--- src/rtl/baud_pkg.sv ---
package baud_pkg;
  localparam int BYTE_W  = 8;
  localparam int INT_W   = 2 * BYTE_W;
  localparam int FRAC_W  = 4;
  localparam int OSR_MAX = 16;
  localparam int BC_W    = $clog2(OSR_MAX);

  typedef enum logic [1:0] {
    OSR_X16 = 2'b00,
    OSR_X8  = 2'b01,
    OSR_X4  = 2'b10,
    OSR_RSV = 2'b11
  } osr_e;

  function automatic logic [BC_W:0] osr_ticks(osr_e sel);
    case (sel)
      OSR_X8:  osr_ticks = (BC_W+1)'(OSR_MAX / 2);
      OSR_X4:  osr_ticks = (BC_W+1)'(OSR_MAX / 4);
      default: osr_ticks = (BC_W+1)'(OSR_MAX);
    endcase
  endfunction
endpackage

--- src/rtl/baud_cfg_watch.sv ---
module baud_cfg_watch #(
  parameter int CFG_W = 22
) (
  input  logic             clk_i,
  input  logic             rst_ni,
  input  logic [CFG_W-1:0] cfg_i,
  output logic             restart_o
);
  logic [CFG_W-1:0] cfg_q;

  always_ff @(posedge clk_i or negedge rst_ni) begin
    if (!rst_ni) cfg_q <= '0;
    else         cfg_q <= cfg_i;
  end

  // any new value (a register write upstream) restarts the pacing
  assign restart_o = (cfg_i != cfg_q);
endmodule

--- src/rtl/baud_frac_sched.sv ---
module baud_frac_sched #(
  parameter int FRAC_W = 4
) (
  input  logic              clk_i,
  input  logic              rst_ni,
  input  logic              run_i,
  input  logic              tick_i,
  input  logic [FRAC_W-1:0] frac_i,
  output logic              stretch_o
);
  localparam int PW = 2 * FRAC_W + 1;

  logic [FRAC_W-1:0] phase_q;
  logic [PW-1:0]     prod_now, prod_nxt;

  always_ff @(posedge clk_i or negedge rst_ni) begin
    if (!rst_ni)     phase_q <= '0;
    else if (!run_i) phase_q <= '0;
    else if (tick_i) phase_q <= phase_q + 1'b1;
  end

  // a period is long when floor(p*F/2^FRAC_W) steps at p+1
  assign prod_now  = PW'(phase_q) * PW'(frac_i);
  assign prod_nxt  = (PW'(phase_q) + PW'(1)) * PW'(frac_i);
  assign stretch_o = (prod_nxt >> FRAC_W) != (prod_now >> FRAC_W);
endmodule

--- src/rtl/baud_tick_cnt.sv ---
module baud_tick_cnt #(
  parameter int INT_W = 16
) (
  input  logic             clk_i,
  input  logic             rst_ni,
  input  logic             run_i,
  input  logic [INT_W-1:0] div_i,
  input  logic             stretch_i,
  output logic             tick_o
);
  localparam int LW = INT_W + 1;

  logic [INT_W-1:0] cnt_q;
  logic [LW-1:0]    period_len;

  assign period_len = LW'(div_i) + LW'(stretch_i);
  assign tick_o     = run_i && (LW'(cnt_q) == period_len - LW'(1));

  always_ff @(posedge clk_i or negedge rst_ni) begin
    if (!rst_ni)              cnt_q <= '0;
    else if (!run_i || tick_o) cnt_q <= '0;
    else                      cnt_q <= cnt_q + 1'b1;
  end
endmodule

--- src/rtl/baud_bit_cnt.sv ---
module baud_bit_cnt
  import baud_pkg::*;
(
  input  logic       clk_i,
  input  logic       rst_ni,
  input  logic       run_i,
  input  logic       tick_i,
  input  logic [1:0] osr_i,
  output logic       bit_stb_o
);
  logic [BC_W-1:0] bcnt_q;
  logic [BC_W:0]   n_ticks;

  assign n_ticks   = osr_ticks(osr_e'(osr_i));
  assign bit_stb_o = tick_i && ({1'b0, bcnt_q} == n_ticks - 1'b1);

  always_ff @(posedge clk_i or negedge rst_ni) begin
    if (!rst_ni)        bcnt_q <= '0;
    else if (!run_i)    bcnt_q <= '0;
    else if (bit_stb_o) bcnt_q <= '0;
    else if (tick_i)    bcnt_q <= bcnt_q + 1'b1;
  end
endmodule

--- src/rtl/frac_baud_gen.sv ---
module frac_baud_gen
  import baud_pkg::*;
(
  input  logic              clk_i,
  input  logic              rst_ni,
  input  logic [BYTE_W-1:0] div_hi_i,
  input  logic [BYTE_W-1:0] div_lo_i,
  input  logic [FRAC_W-1:0] div_frac_i,
  input  logic [1:0]        osr_sel_i,
  output logic              tick_o,
  output logic              bit_stb_o
);
  localparam int CFG_W = INT_W + FRAC_W + 2;

  logic [INT_W-1:0] div_int;
  logic             restart, run, stretch, tick;

  assign div_int = {div_hi_i, div_lo_i};

  baud_cfg_watch #(.CFG_W(CFG_W)) u_watch (
    .clk_i     (clk_i),
    .rst_ni    (rst_ni),
    .cfg_i     ({div_int, div_frac_i, osr_sel_i}),
    .restart_o (restart)
  );

  // zero integer stops everything, fraction ignored
  assign run = (div_int != '0) && !restart;

  baud_frac_sched #(.FRAC_W(FRAC_W)) u_sched (
    .clk_i     (clk_i),
    .rst_ni    (rst_ni),
    .run_i     (run),
    .tick_i    (tick),
    .frac_i    (div_frac_i),
    .stretch_o (stretch)
  );

  baud_tick_cnt #(.INT_W(INT_W)) u_tick (
    .clk_i     (clk_i),
    .rst_ni    (rst_ni),
    .run_i     (run),
    .div_i     (div_int),
    .stretch_i (stretch),
    .tick_o    (tick)
  );

  baud_bit_cnt u_bit (
    .clk_i     (clk_i),
    .rst_ni    (rst_ni),
    .run_i     (run),
    .tick_i    (tick),
    .osr_i     (osr_sel_i),
    .bit_stb_o (bit_stb_o)
  );

  assign tick_o = tick;
endmodule

--- config.mk ---
export PLATFORM = sky130hd
export DESIGN_NAME = frac_baud_gen
export DESIGN_NICKNAME = d
export VERILOG_FILES = /design/src/rtl/baud_pkg.sv /design/src/rtl/baud_cfg_watch.sv /design/src/rtl/baud_frac_sched.sv /design/src/rtl/baud_tick_cnt.sv /design/src/rtl/baud_bit_cnt.sv /design/src/rtl/frac_baud_gen.sv
export SDC_FILE = /design/constraint.sdc
export NUM_CORES = 1
export LEC_CHECK = 0
export ABC_CLOCK_PERIOD_IN_PS = 24300
export CAP_MARGIN = 10
export CORE_MARGIN = 1.5
export CORE_UTILIZATION = 60
export CTS_CLUSTER_SIZE = 20
export DETAILED_ROUTE_END_ITERATION = 8
export PLACE_DENSITY_LB_ADDON = 0.12
export SLEW_MARGIN = 20
export SYNTH_ARGS = -nofsm -noshare
export SYNTH_HDL_FRONTEND = slang
export SYNTH_SLANG_ARGS = --single-unit
--- constraint.sdc ---
create_clock -name clk_i -period 24.3 [get_ports clk_i]
set_input_delay 4.86 -clock clk_i [delete_from_list [all_inputs] [get_ports clk_i]]
set_output_delay 4.86 -clock clk_i [all_outputs]
set_load 0.01 [all_outputs]
Word level (Yosys, flattened, before mapping)
Cells that the tools add are included.

Logic and storage cells: 35. Register bits after elaboration: 46. Bits of input ports: 24.

Add/sub/neg operators: 7. Multiply operators: 2. Mux-type cells: 7. Reductions and logical operators: 7. Equality and inequality tests: 8.

Operators with widths (number): 22-bit inequality test (1); 4-bit two-way mux (5); 16-bit by 1-bit adder with 17-bit output (1); 16-bit by 17-bit == test with 1-bit output (1); 17-bit by 1-bit subtractor with 17-bit output (second input constant) (1); 16-bit by 1-bit adder with 16-bit output (second input constant) (1); 16-bit two-way mux (1); 16-bit nonzero test (1); 5-bit case mux with 2 select lines (1); 9-bit by 4-bit multiplier with 9-bit output (1); 4-bit by 1-bit adder with 4-bit output (second input constant) (2); 4-bit by 4-bit multiplier with 8-bit output (1); 4-bit by 1-bit adder with 5-bit output (second input constant) (1); 4-bit by 5-bit == test with 1-bit output (1); 5-bit by 4-bit inequality test with 1-bit output (1); 5-bit by 1-bit subtractor with 5-bit output (second input constant) (1); 1-bit logical AND (3); 3-bit inequality test (second input constant) (1); 2-bit by 1-bit == test with 1-bit output (second input constant) (1); 2-bit == test (second input constant) (1); 1-bit zero test (2); 2-bit inequality test (second input constant) (1); 1-bit logical OR (1).

Depth between registers and ports, before layout
Gate-level depths: netlist of the first run.

Depth after elaboration: 10. Mapped depth: 27. Depth with buffers taken out: 23.

Cells and area by module
A second synthesis of the first run with hierarchy kept.

Cells, all modules: 402. Area total of the unflattened synthesis: 3738.6 µm².

Modules (own cells, without submodules): baud_tick_cnt (area an instance 1426.4 µm², times used 1, cells an instance 179); baud_frac_sched (area an instance 1206.2 µm², times used 1, cells an instance 137); baud_cfg_watch (area an instance 787.0 µm², times used 1, cells an instance 51); baud_bit_cnt (area an instance 285.3 µm², times used 1, cells an instance 30); frac_baud_gen (area an instance 33.8 µm², times used 1, cells an instance 5).

Least setup slack after synthesis of the first run
Ideal clock, no wire load.

Path kind: input -> output. From: in div_frac_i[3]. To: out bit_stb_o. Data arrival time: 9.805 ns. Stages: 25. Setup slack: 9.635 ns. Cell sequence: clkbuf_1 > nand2_1 > fa_1 > fa_1 > inv_1 > ha_1 > nand4_1 > o2111ai_1 > a21oi_1 > xnor2_1 > xnor2_1 > o21ai_0 > a21oi_1 > nor3_1 > ha_1 > ha_1 > clkbuf_1 > nand3_1 > o31ai_1 > nand4_1 > a211oi_1 > nand3_2 > buf_4 > nor2_1 > and2_1.

Word-level cells in the longest chain between the ends: 7.

RTL lines: start: declaration (line frac_baud_gen.sv:8) `input logic [FRAC_W-1:0] div_frac_i,`; 9-bit by 4-bit multiplier with 9-bit output or 4-bit by 4-bit multiplier with 8-bit output (tied branches) (line baud_frac_sched.sv:24, baud_frac_sched.sv:23); 5-bit by 4-bit inequality test with 1-bit output (line baud_frac_sched.sv:25) `assign stretch_o = (prod_nxt >> FRAC_W) != (prod_now >> FRAC_W);`; 16-bit by 1-bit adder with 17-bit output (line baud_tick_cnt.sv:16) `assign period_len = LW'(div_i) + LW'(stretch_i);`; 17-bit by 1-bit subtractor with 17-bit output (line baud_tick_cnt.sv:17) `assign tick_o = run_i && (LW'(cnt_q) == period_len - LW'(1));`; 16-bit by 17-bit == test with 1-bit output (line baud_tick_cnt.sv:17); 1-bit logical AND * (line baud_tick_cnt.sv:17); named net tick_o (line frac_baud_gen.sv:10) `output logic tick_o,`; 1-bit logical AND * (line baud_bit_cnt.sv:15) `assign bit_stb_o = tick_i && ({1'b0, bcnt_q} == n_ticks - 1'b1);`; end: declaration (line frac_baud_gen.sv:11) `output logic bit_stb_o`.

Mark *: on every way through the listed nets, which the timed path passes. The rest lies on a longest branch.

Worst setup path in the final report of the first run
From: in div_frac_i[3]. To: out bit_stb_o.

Word-level cells in the longest chain between the ends: 7.

RTL lines (line): 9-bit by 4-bit multiplier with 9-bit output or 4-bit by 4-bit multiplier with 8-bit output (tied branches) (baud_frac_sched.sv:24, baud_frac_sched.sv:23); 5-bit by 4-bit inequality test with 1-bit output (baud_frac_sched.sv:25); 16-bit by 1-bit adder with 17-bit output (baud_tick_cnt.sv:16); 17-bit by 1-bit subtractor with 17-bit output (baud_tick_cnt.sv:17); 16-bit by 17-bit == test with 1-bit output (baud_tick_cnt.sv:17); 1-bit logical AND * (baud_tick_cnt.sv:17); 1-bit logical AND * (baud_bit_cnt.sv:15).

Every way passes the cells marked *; elsewhere a longest branch is shown, timed or not.

==> results of run 1 <==
==> critical path, delay by kind of cell <==
family                     cells  cell delay, ns
AOI/OAI and AO/OA              5            1.05
xor gates and xnor gates       3            0.55
adders and majority gates      4            1.58
buffers and inverters          3            1.29
and+or+nand+nor                9            1.98
==> where the power goes <==
part	internal [W]	leakage (nW)	switching, W
combinational	0.00000783	1.08	0.0000106
sequential	0.0000783	0.592	0.000000806
clock	0.0000261	0.0544	0.0000267
total	0.000112	1.73	0.0000381
==> cell type report <==
class	count	area, um^2
Tap cell	72	90.09
Clock buffer	7	96.34
Inverter	21	78.83
Sequential cell	46	1151
Fill cell	451	1709
Clock inverter	1	8.758
Timing Repair Buffer	25	247.7
Multi-Input combinational cell	293	2192
==> registers in the layout (all words and copies together) (netlist names) <==
signal,flops
u_tick.cnt_q,16
u_watch.cfg_q,22
u_sched.phase_q,4
u_bit.bcnt_q,4
==> placed cells by master (no fill, tap or decap), types with 2 or more instances in the layout <==
cell / synthesis / routed
a21o_1: 2 / 2
a21oi_1: 10 / 10
a31oi_1: 4 / 4
and2_1: 14 / 14
and3_1: 5 / 5
and4_1: 2 / 2
clkbuf_8: 0 / 7
clkdlybuf4s50_1: 0 / 24
dfrtp_1: 46 / 46
fa_1: 8 / 8
ha_1: 27 / 27
inv_1: 21 / 21
mux2i_1: 6 / 6
nand2_1: 29 / 29
nand2b_1: 3 / 3
nand3_1: 16 / 16
nand4_1: 6 / 6
nor2_1: 33 / 33
nor2b_1: 4 / 4
nor3_1: 8 / 8
nor3_2: 2 / 2
nor4_1: 10 / 10
o21ai_0: 10 / 10
or3_1: 4 / 4
or4_1: 2 / 2
xnor2_1: 25 / 25
xor2_1: 44 / 44
==> kinds of logic after synthesis <==
logic type      after synthesis
compound gates               41
xor+xnor                     69
fa+ha+maj                    35
buf+inv                      39
flops                        46
mux                           6
simple gates                142
==> path summary, 6_finish.rpt <==
check                                                from                        endpoint  cells after the start
min reg2reg                   u_bit.bcnt_q[1]$_DFFE_PN0P_     u_bit.bcnt_q[1]$_DFFE_PN0P_                      2
max reg2reg                u_sched.phase_q[0]$_DFFE_PN0N_       u_tick.cnt_q[7]$_DFF_PN0_                     23
max in group asynchronous                          rst_ni  u_sched.phase_q[2]$_DFFE_PN0N_                      1
min in group asynchronous                          rst_ni       u_tick.cnt_q[1]$_DFF_PN0_                      1
min                           u_bit.bcnt_q[1]$_DFFE_PN0P_     u_bit.bcnt_q[1]$_DFFE_PN0P_                      2
max                                         div_frac_i[3]                       bit_stb_o                     24
==> metal layers <==
| metal | global-route usage (%) | routed length [um] | vias to the layer above |
|---|---|---|---|
| met5 | 0 | 0 | - |
| met4 | 6.316 | 53 | 0 |
| met3 | 4.114 | 395 | 5 |
| met2 | 38.56 | 3135 | 71 |
| met1 | 35.68 | 3495 | 1250 |
| li1 | - | - | 1316 |
==> stage by stage <==
| stage | utilization [%] | area, um^2 | setup WS (ns) | std cells |
|---|---|---|---|---|
| after floorplan | - | 3511 | 9.635 | 378 |
| after global placement | 67.41 | 3757 | 8.398 | 457 |
| after detailed placement | 67.41 | 3757 | 8.212 | 457 |
| after CTS | 69.29 | 3862 | 8.145 | 465 |
| after global routing | 69.34 | 3865 | 7.567 | 465 |
| final | 69.34 | 3865 | 8.132 | 465 |
==> results.yml, run 1 <==
logic_synthesis:
  synth-main-ff-cell: "dfrtp_1"
  synthXorXnorAreaFrac_pct: 17.21
  syn-cell-area_um2: 3511
  synth_seq_cells: 46
  ys_async_sr_fraction_pct: 100.0
  synth_most_common_cell: "dfrtp_1"
  ys.warnings.count: 0
  yosys.area_share.adder_pct: 14.18
  synthSimpleGateAreaFrac_pct: 21.20
  synth_top_cell_area_share_pct: 32.79
  synth_fp_nets: 437
  library_cell_with_the_largest_summed_area_after_synthesis: "dfrtp_1"
  synth-edff-count: 0
  synthesized_netlist_cell_count: 378
  ys_seq_area_share_pct: 32.79
  mux_cell_area_share_after_synthesis_pct: 1.711
  ys_types: 48
  netlist_top_cells_count: "dfrtp_1, xor2_1, nor2_1"
  synth_area_per_cell_um2: 9.288
  synth_compound_area_share_pct: 8.125
  main_combinational_cell_family_by_area_after_synthesis: "simple AND/OR/NAND/NOR gates"
  netlist_top_cells_area: "dfrtp_1, xor2_1, ha_1"
power:
  cellLeakagePower_nw: 1.726
  design_power_total_w: 0.0001503
  p_per_area_nw_per_um2: 38.90
  ir_drop_uv: 32.74
grt:
  grt_pass1_vias: 2600
  grt_antenna_before_repair: 0
  grt_overflow_total: 0
  pin_count_of_the_biggest_net_entering_global_routing: 47
  grt_first_pass_wirelength_um: 12070
  global_route.usage.total_pct: 24.73
critical_path:
  path_max_fanout: 13
  required_ns: 19.44
  r2r_slack_ns: 17.65
  setup.worst_path.end_class: "output port"
  startpoint_type_of_the_worst_setup_path: "input pin"
  cp_slowest_stage_delay_ns: 0.72
  critical_path.slowest_cell: "clkdlybuf4s50_1"
  critical_path_class: "in -> out"
  timing.critical_path.arrival_ns: 11.31
  path_cells: "clkdlybuf4s50_1, nand2_1, fa_1, fa_1, inv_1, ha_1, nand4_1, o2111ai_1, a21oi_1, xnor2_1, xnor2_1, o21ai_0, a21oi_1, nor3_1, ha_1, nor2b_1, nand3_1, nor4_1, xnor2_1, a2111oi_4, nand3_2, nor2_1, and2_1, clkdlybuf4s50_1"
  crit_top_cell: "xnor2_1"
clock_network:
  tritoncts: "done"
  cts_hold_buffers: 0
  htree_num_levels: 2
  clk-insertion-delay-late_ns: 0.31
  clock_path_buffers: 2
  cts_root_buf: "clkbuf_8"
  clk_transition_reported_paths_ns: 0.08
  clock_sink_count: 46
  post_cts.repair.setup_buffers: 0
  number_of_buffers_created_by_cts: 5
  cts-resized-gates: 0
sta:
  grt_setup_unrepaired: "false"
  finalHoldViolCount: 0
  finalCritPeriodShare_pct: 66.53
  setup_viol: 0
  period_minus_slack_ns: 16.17
  setup_tns_ns: 0
  transition_time_of_the_tightest_slew_check_pin_ns: 0.6360
  fin_worst_skew_ns: 0.009199
  timing_max_transition_violations_final: 0
  maxSlewHeadroom_pct: 57.60
  max_freq_mhz: 61.85
  timing.hold.ws_ns: 0.5616
detailed_routing:
  drt_pass1_iterations: 4
  ant_nets: 0
  wire_per_inst_um: 15.23
  dr_total_vias: 2642
  route.detailed.vias_per_inst: 5.682
  finalWirelength_um: 7080
  drcViolationCount: 0
  drt-initial-drc-count: 144
floorplanning:
  die_h_um: 79.50
  top_level_ports: 26
  placementRows: 27
  design.die.area_um2: 6319
  initial_core_util_pct: 62.99
  core_um2: 5574
  die_w_um: 79.50
placement:
  place.port_buffers: 25
  place_congestion: 0.8627
  dp_hpwl_um: 5379
finish:
  drive_above_1_share_pct: 3.817
  area_delta_synth_final_pct: 10.09
  layout.nets: 451
  diodes: 0
hold_path:
  worstHoldPathType: "reg -> reg"
status:
  outcome: "finished clean"
job:
  maxCapViolCount: 0
No activity file was read; power rests on OpenSTA's default activity.
==> run 2: changes to the inputs <==
- ABC_CLOCK_PERIOD_IN_PS: 24300 -> 16200
- CORE_UTILIZATION: 60 -> 59
- clock period: 24.3 -> 16.2 ns (I/O delays scaled with it)
==> results.yml, run 2 (synthesis gave the netlist of run 1 again) <==
sta:
  finalCritPeriodShare_pct: 79.00
  fin_worst_skew_ns: 0.006651
  timing_max_transition_violations_final: 0
  setup_tns_ns: 0
  grt_setup_unrepaired: "false"
  period_minus_slack_ns: 12.80
  timing.hold.ws_ns: 0.5699
  maxSlewHeadroom_pct: 51.61
  transition_time_of_the_tightest_slew_check_pin_ns: 0.7259
  setup_viol: 0
  max_freq_mhz: 78.14
  finalHoldViolCount: 0
power:
  ir_drop_uv: 45.61
  p_per_area_nw_per_um2: 58.07
  design_power_total_w: 0.0002245
  cellLeakagePower_nw: 1.726
critical_path:
  cp_slowest_stage_delay_ns: 0.69
  required_ns: 12.96
  path_max_fanout: 13
  timing.critical_path.arrival_ns: 9.56
  cp_delay_by_family_top: "simple AND/OR/NAND/NOR gates"
  critical_path_class: "in -> out"
  crit_top_cell: "xnor2_1"
  worstRegToRegCells: 23
  startpoint_type_of_the_worst_setup_path: "input pin"
  setup.worst_path.end_class: "output port"
  timing.rr.end: "u_tick.cnt_q[8]$_DFF_PN0_"
  r2r_slack_ns: 9.51
  critical_path.reg2reg.startpoint: "u_sched.phase_q[0]$_DFFE_PN0N_"
  critical_path.slowest_cell: "clkdlybuf4s50_1"
  path_cells: "clkdlybuf4s50_1, nand2_1, fa_1, fa_1, inv_1, ha_1, nand4_1, o2111ai_1, a21oi_1, xnor2_1, xnor2_1, o21ai_0, a21oi_1, nor3_1, ha_1, nor2b_1, nand3_1, nor4_1, xnor2_1, a2111oi_4, nand3_2, nor2_1, and2_1, clkdlybuf4s50_1"
  crit_buf_inv: 3
grt:
  global_route.usage.total_pct: 24.90
  pin_count_of_the_biggest_net_entering_global_routing: 47
  grt_antenna_before_repair: 0
  grt_pass1_vias: 2652
  grt_first_pass_wirelength_um: 12390
  grt_overflow_total: 0
clock_network:
  clock_path_buffers: 2
  cts_root_buf: "clkbuf_8"
  number_of_buffers_created_by_cts: 5
  post_cts.repair.setup_buffers: 0
  htree_num_levels: 2
  clock_sink_count: 46
  cts_hold_buffers: 0
  clk_transition_reported_paths_ns: 0.08
  cts-resized-gates: 0
  clk-insertion-delay-late_ns: 0.30
  tritoncts: "done"
job:
  maxCapViolCount: 0
hold_path:
  worstHoldPathType: "reg -> reg"
  hold_path_startpoint: "u_bit.bcnt_q[0]$_DFFE_PN0P_"
  worst_hold_path.endpoint: "u_bit.bcnt_q[0]$_DFFE_PN0P_"
  hold_path_depth: 2
finish:
  top_register: "u_watch.cfg_q"
  drive_above_1_share_pct: 3.817
  finish.utilization_pct: 68.92
  mostFrequentLayoutCells: "dfrtp_1, xor2_1, nor2_1"
  multi_input_gate_area_in_the_final_layout_um2: 2192
  seqCellArea_um2: 1151
  area_delta_synth_final_pct: 10.09
  layout.filler_cells: 478
  biggestRegsByFlops: "u_watch.cfg_q x22, u_tick.cnt_q x16"
  layout.nets: 451
  finalInstanceArea_um2: 3865
  mostFrequentLayoutCell: "dfrtp_1"
  diodes: 0
  largest_reg_flops: 22
floorplanning:
  design.die.area_um2: 6422
  initial_core_util_pct: 62.61
  core_um2: 5608
  top_level_ports: 26
  placementRows: 27
  die_h_um: 80.14
  die_w_um: 80.14
status:
  outcome: "finished clean"
detailed_routing:
  dr_total_vias: 2687
  ant_nets: 0
  drt-initial-drc-count: 151
  route.detailed.vias_per_inst: 5.778
  drcViolationCount: 0
  wire_per_inst_um: 15.48
  drt_pass1_iterations: 4
  finalWirelength_um: 7200
placement:
  place.port_buffers: 25
  dp_hpwl_um: 5517
  post_dp_cell_area_um2: 3757
  place_congestion: 0.9320
## run 2: cell counts in the layout (fill, tap and decap cells not counted)
No cell type changed its count.
## run 2: metrics by stage
step	std cells	setup slack, ns
2_1_floorplan	378	4.775
3_3_place_gp	457	3.579
3_5_place_dp	457	3.414
4_1_cts	465	3.397
5_1_grt	465	2.731
6_report	465	3.402
## run 2: cell type report
class | instances | area share [%]
multi-input combinational | 293 | 56.72
sequential | 46 | 29.78
timing repair buffer | 25 | 6.410
clock buffer | 7 | 2.493
tap | 72 | 2.331
inverter | 21 | 2.039
clock inverter | 1 | 0.2266
## run 2: worst max path at each step
stage	from	to	slack, ns	depth (start not counted)
3_3_place_gp	div_frac_i[3]	bit_stb_o	3.58	24
3_5_place_dp	div_frac_i[3]	bit_stb_o	3.41	24
4_1_cts	div_frac_i[3]	bit_stb_o	3.40	24
2_1_floorplan	div_frac_i[3]	bit_stb_o	4.77	25
5_1_grt	div_frac_i[3]	bit_stb_o	2.73	24
6_report	div_frac_i[3]	bit_stb_o	3.40	24
## run 2: where the power goes
part | internal [W] | total, W | switching (W)
clock network | 0.0000391 | 0.0000783 | 0.0000392
logic | 0.0000118 | 0.0000274 | 0.0000157
registers | 0.000117 | 0.000119 | 0.00000121
## run 2: worst register-to-register path: stages, from the launching register on
cell,delay (ns)
dfrtp_1,0.57
ha_1,0.33
xor2_1,0.30
nand2_1,0.11
fa_1,0.49
inv_1,0.06
fa_1,0.47
ha_1,0.30
a41o_1,0.23
a21o_1,0.22
a31oi_1,0.32
xnor2_1,0.10
o21ai_0,0.14
a21oi_1,0.08
nor3_1,0.23
ha_1,0.24
nor2b_1,0.34
nand3_1,0.15
nor4_1,0.26
xnor2_1,0.17
a2111oi_4,0.35
nand3_2,0.31
nand2b_1,0.62
nor2_1,0.15
## run 2: layer usage
layer	track usage (%)	vias to the layer above	routed length (um)
li1	-	1315	-
met1	34.73	1308	3503
met2	41.09	58	3302
met3	3.523	6	328
met4	5.345	0	65
met5	0	-	0
==> run 3: changes to the inputs <==
- ABC_CLOCK_PERIOD_IN_PS: 16200 -> 10330
- CORE_UTILIZATION: 59 -> 54
- clock period: 16.2 -> 10.33 ns (I/O delays scaled with it)
==> results.yml, run 3 (synthesis gave the netlist of run 1 again) <==
job:
  maxCapViolCount: 0
detailed_routing:
  drt-initial-drc-count: 117
  dr_total_vias: 2699
  wire_per_inst_um: 15.67
  route.detailed.vias_per_inst: 5.706
  drt_pass1_iterations: 5
  ant_nets: 0
  drcViolationCount: 0
  finalWirelength_um: 7411
finish:
  mostFrequentLayoutCells: "dfrtp_1, xor2_1, nor2_1"
  drive_above_1_share_pct: 6.566
  finish.utilization_pct: 62.31
  biggestRegsByFlops: "u_watch.cfg_q x22, u_tick.cnt_q x16"
  area_delta_synth_final_pct: 12.05
  mostFrequentLayoutCell: "dfrtp_1"
  layout.nets: 454
  top_register: "u_watch.cfg_q"
  largest_reg_flops: 22
  diodes: 0
  final_cell_count_no_fill: 473
clock_network:
  clock_sink_count: 46
  clk-insertion-delay-late_ns: 0.30
  clock_path_buffers: 2
  clk_transition_reported_paths_ns: 0.08
  post_cts.repair.setup_buffers: 0
  cts_root_buf: "clkbuf_8"
  tritoncts: "done"
  number_of_buffers_created_by_cts: 5
  htree_num_levels: 2
power:
  cellLeakagePower_nw: 1.760
  intPower_w: 0.0002589
  netSwitchingFraction_pct: 25.73
  switchingPower_w: 0.00008966
  pwr-share-comb_pct: 12.8
  share_clk_of_total_power_pct: 33.8
  p_per_area_nw_per_um2: 88.60
  ir_drop_uv: 73.48
  share_seq_of_total_power_pct: 53.4
  design_power_total_w: 0.0003485
grt:
  grt_antenna_before_repair: 0
  grt_overflow_total: 0
  global_route.usage.total_pct: 22.30
  grt_first_pass_wirelength_um: 12610
  pin_count_of_the_biggest_net_entering_global_routing: 47
  grt_pass1_vias: 2614
placement:
  detailedPlace.worstSlack_ns: 0.1507
  dp_hpwl_um: 5594
  place_inst: 465
  place_congestion: 0.8554
  place.port_buffers: 25
critical_path:
  path_max_fanout: 4
  required_ns: 8.26
  critical_path.slowest_cell: "clkdlybuf4s50_1"
  worstRegToRegCells: 24
  crit_top_cell: "xnor2_1"
  timing.critical_path.arrival_ns: 7.85
  path_cells: "clkdlybuf4s50_1, nand2_1, fa_1, fa_1, inv_1, ha_1, nand4_1, o2111ai_2, a21oi_1, xnor2_1, xnor2_1, o21ai_0, a21oi_1, nor3_2, ha_1, ha_2, xnor2_1, nor4_2, nand4_1, a211oi_2, nand3_2, nor2_1, and2_1, clkdlybuf4s50_1"
  setup.worst_path.end_class: "output port"
  critical_path_class: "in -> out"
  cp_slowest_stage_delay_ns: 0.56
  startpoint_type_of_the_worst_setup_path: "input pin"
floorplanning:
  die_w_um: 83.63
  initial_core_util_pct: 55.61
  design.die.area_um2: 6994
  die_h_um: 83.63
  placementRows: 29
  top_level_ports: 26
  core_um2: 6314
sta:
  maxSlewHeadroom_pct: 57.51
  max_freq_mhz: 100.9
  finalCritPeriodShare_pct: 95.96
  timing_max_transition_violations_final: 0
  finalHoldViolCount: 0
  timing.hold.ws_ns: 0.5605
  setup_viol: 0
  transition_time_of_the_tightest_slew_check_pin_ns: 0.6374
  period_minus_slack_ns: 9.913
  fin_worst_skew_ns: 0.005961
  postLayoutSetupSlackWorst_ns: 0.4173
hold_path:
  worstHoldPathType: "reg -> reg"
  hold_path_depth: 2
status:
  outcome: "finished clean"
==> run 3: cell type report <==
class / count / area (um^2)
Clock buffer: 7 / 86.33
Tap cell: 77 / 96.34
Fill cell: 577 / 2380
Clock inverter: 1 / 8.758
Timing Repair Buffer: 28 / 275.3
Inverter: 21 / 78.83
Multi-Input combinational cell: 293 / 2237
Sequential cell: 46 / 1151
==> run 3: timing repair <==
action                     in CTS  in global routing
hold buffers                    0                  0
setup endpoints to repair       0                  2
gates resized for setup         0                 11
==> run 3: per-layer routing <==
| layer | track usage, % | up-vias | routed length [um] |
|---|---|---|---|
| met1 | 33.27 | 1310 | 3756 |
| met2 | 33.43 | 66 | 3215 |
| met3 | 3.759 | 8 | 342 |
| met5 | 0 | - | 0 |
| li1 | - | 1315 | - |
| met4 | 6.408 | 0 | 96 |
==> run 3: worst paths after layout <==
path,to,slack [ns],startpoint
max,bit_stb_o,0.42,div_frac_i[3]
min reg2reg,u_bit.bcnt_q[0]$_DFFE_PN0P_,0.56,u_bit.bcnt_q[0]$_DFFE_PN0P_
max reg2reg,u_bit.bcnt_q[3]$_DFFE_PN0P_,3.95,u_sched.phase_q[0]$_DFFE_PN0N_
min,u_bit.bcnt_q[0]$_DFFE_PN0P_,0.56,u_bit.bcnt_q[0]$_DFFE_PN0P_
min in group asynchronous,u_tick.cnt_q[14]$_DFF_PN0_,1.75,rst_ni
max in group asynchronous,u_sched.phase_q[1]$_DFFE_PN0N_,8.17,rst_ni
==> run 3: stage by stage <==
step	TNS, ns	area, um^2
4_1_cts	0	3881
6_report	0	3934
3_5_place_dp	0	3786
3_3_place_gp	0	3786
2_1_floorplan	0	3511
5_1_grt	-0.004098	3934
==> run 3: critical path: cells and delay by family <==
kind / cells / cell delay (ns)
fa+ha+maj: 5 / 1.85
simple gates: 8 / 1.32
buf+inv: 3 / 1.13
compound gates: 5 / 0.92
xor+xnor: 3 / 0.54
==> run 3: power by group through the flow <==
stage | registers [W] | clock network [W] | logic, W
final | 0.000186 | 0.000118 | 0.0000444
after global routing | 0.000187 | 0.000131 | 0.0000489
after CTS | 0.000186 | 0.000123 | 0.0000438
after detailed placement | 0.000190 | 0 | 0.0000435
after global placement | 0.000190 | 0 | 0.0000430
after floorplan | 0.000190 | 0 | 0.0000215
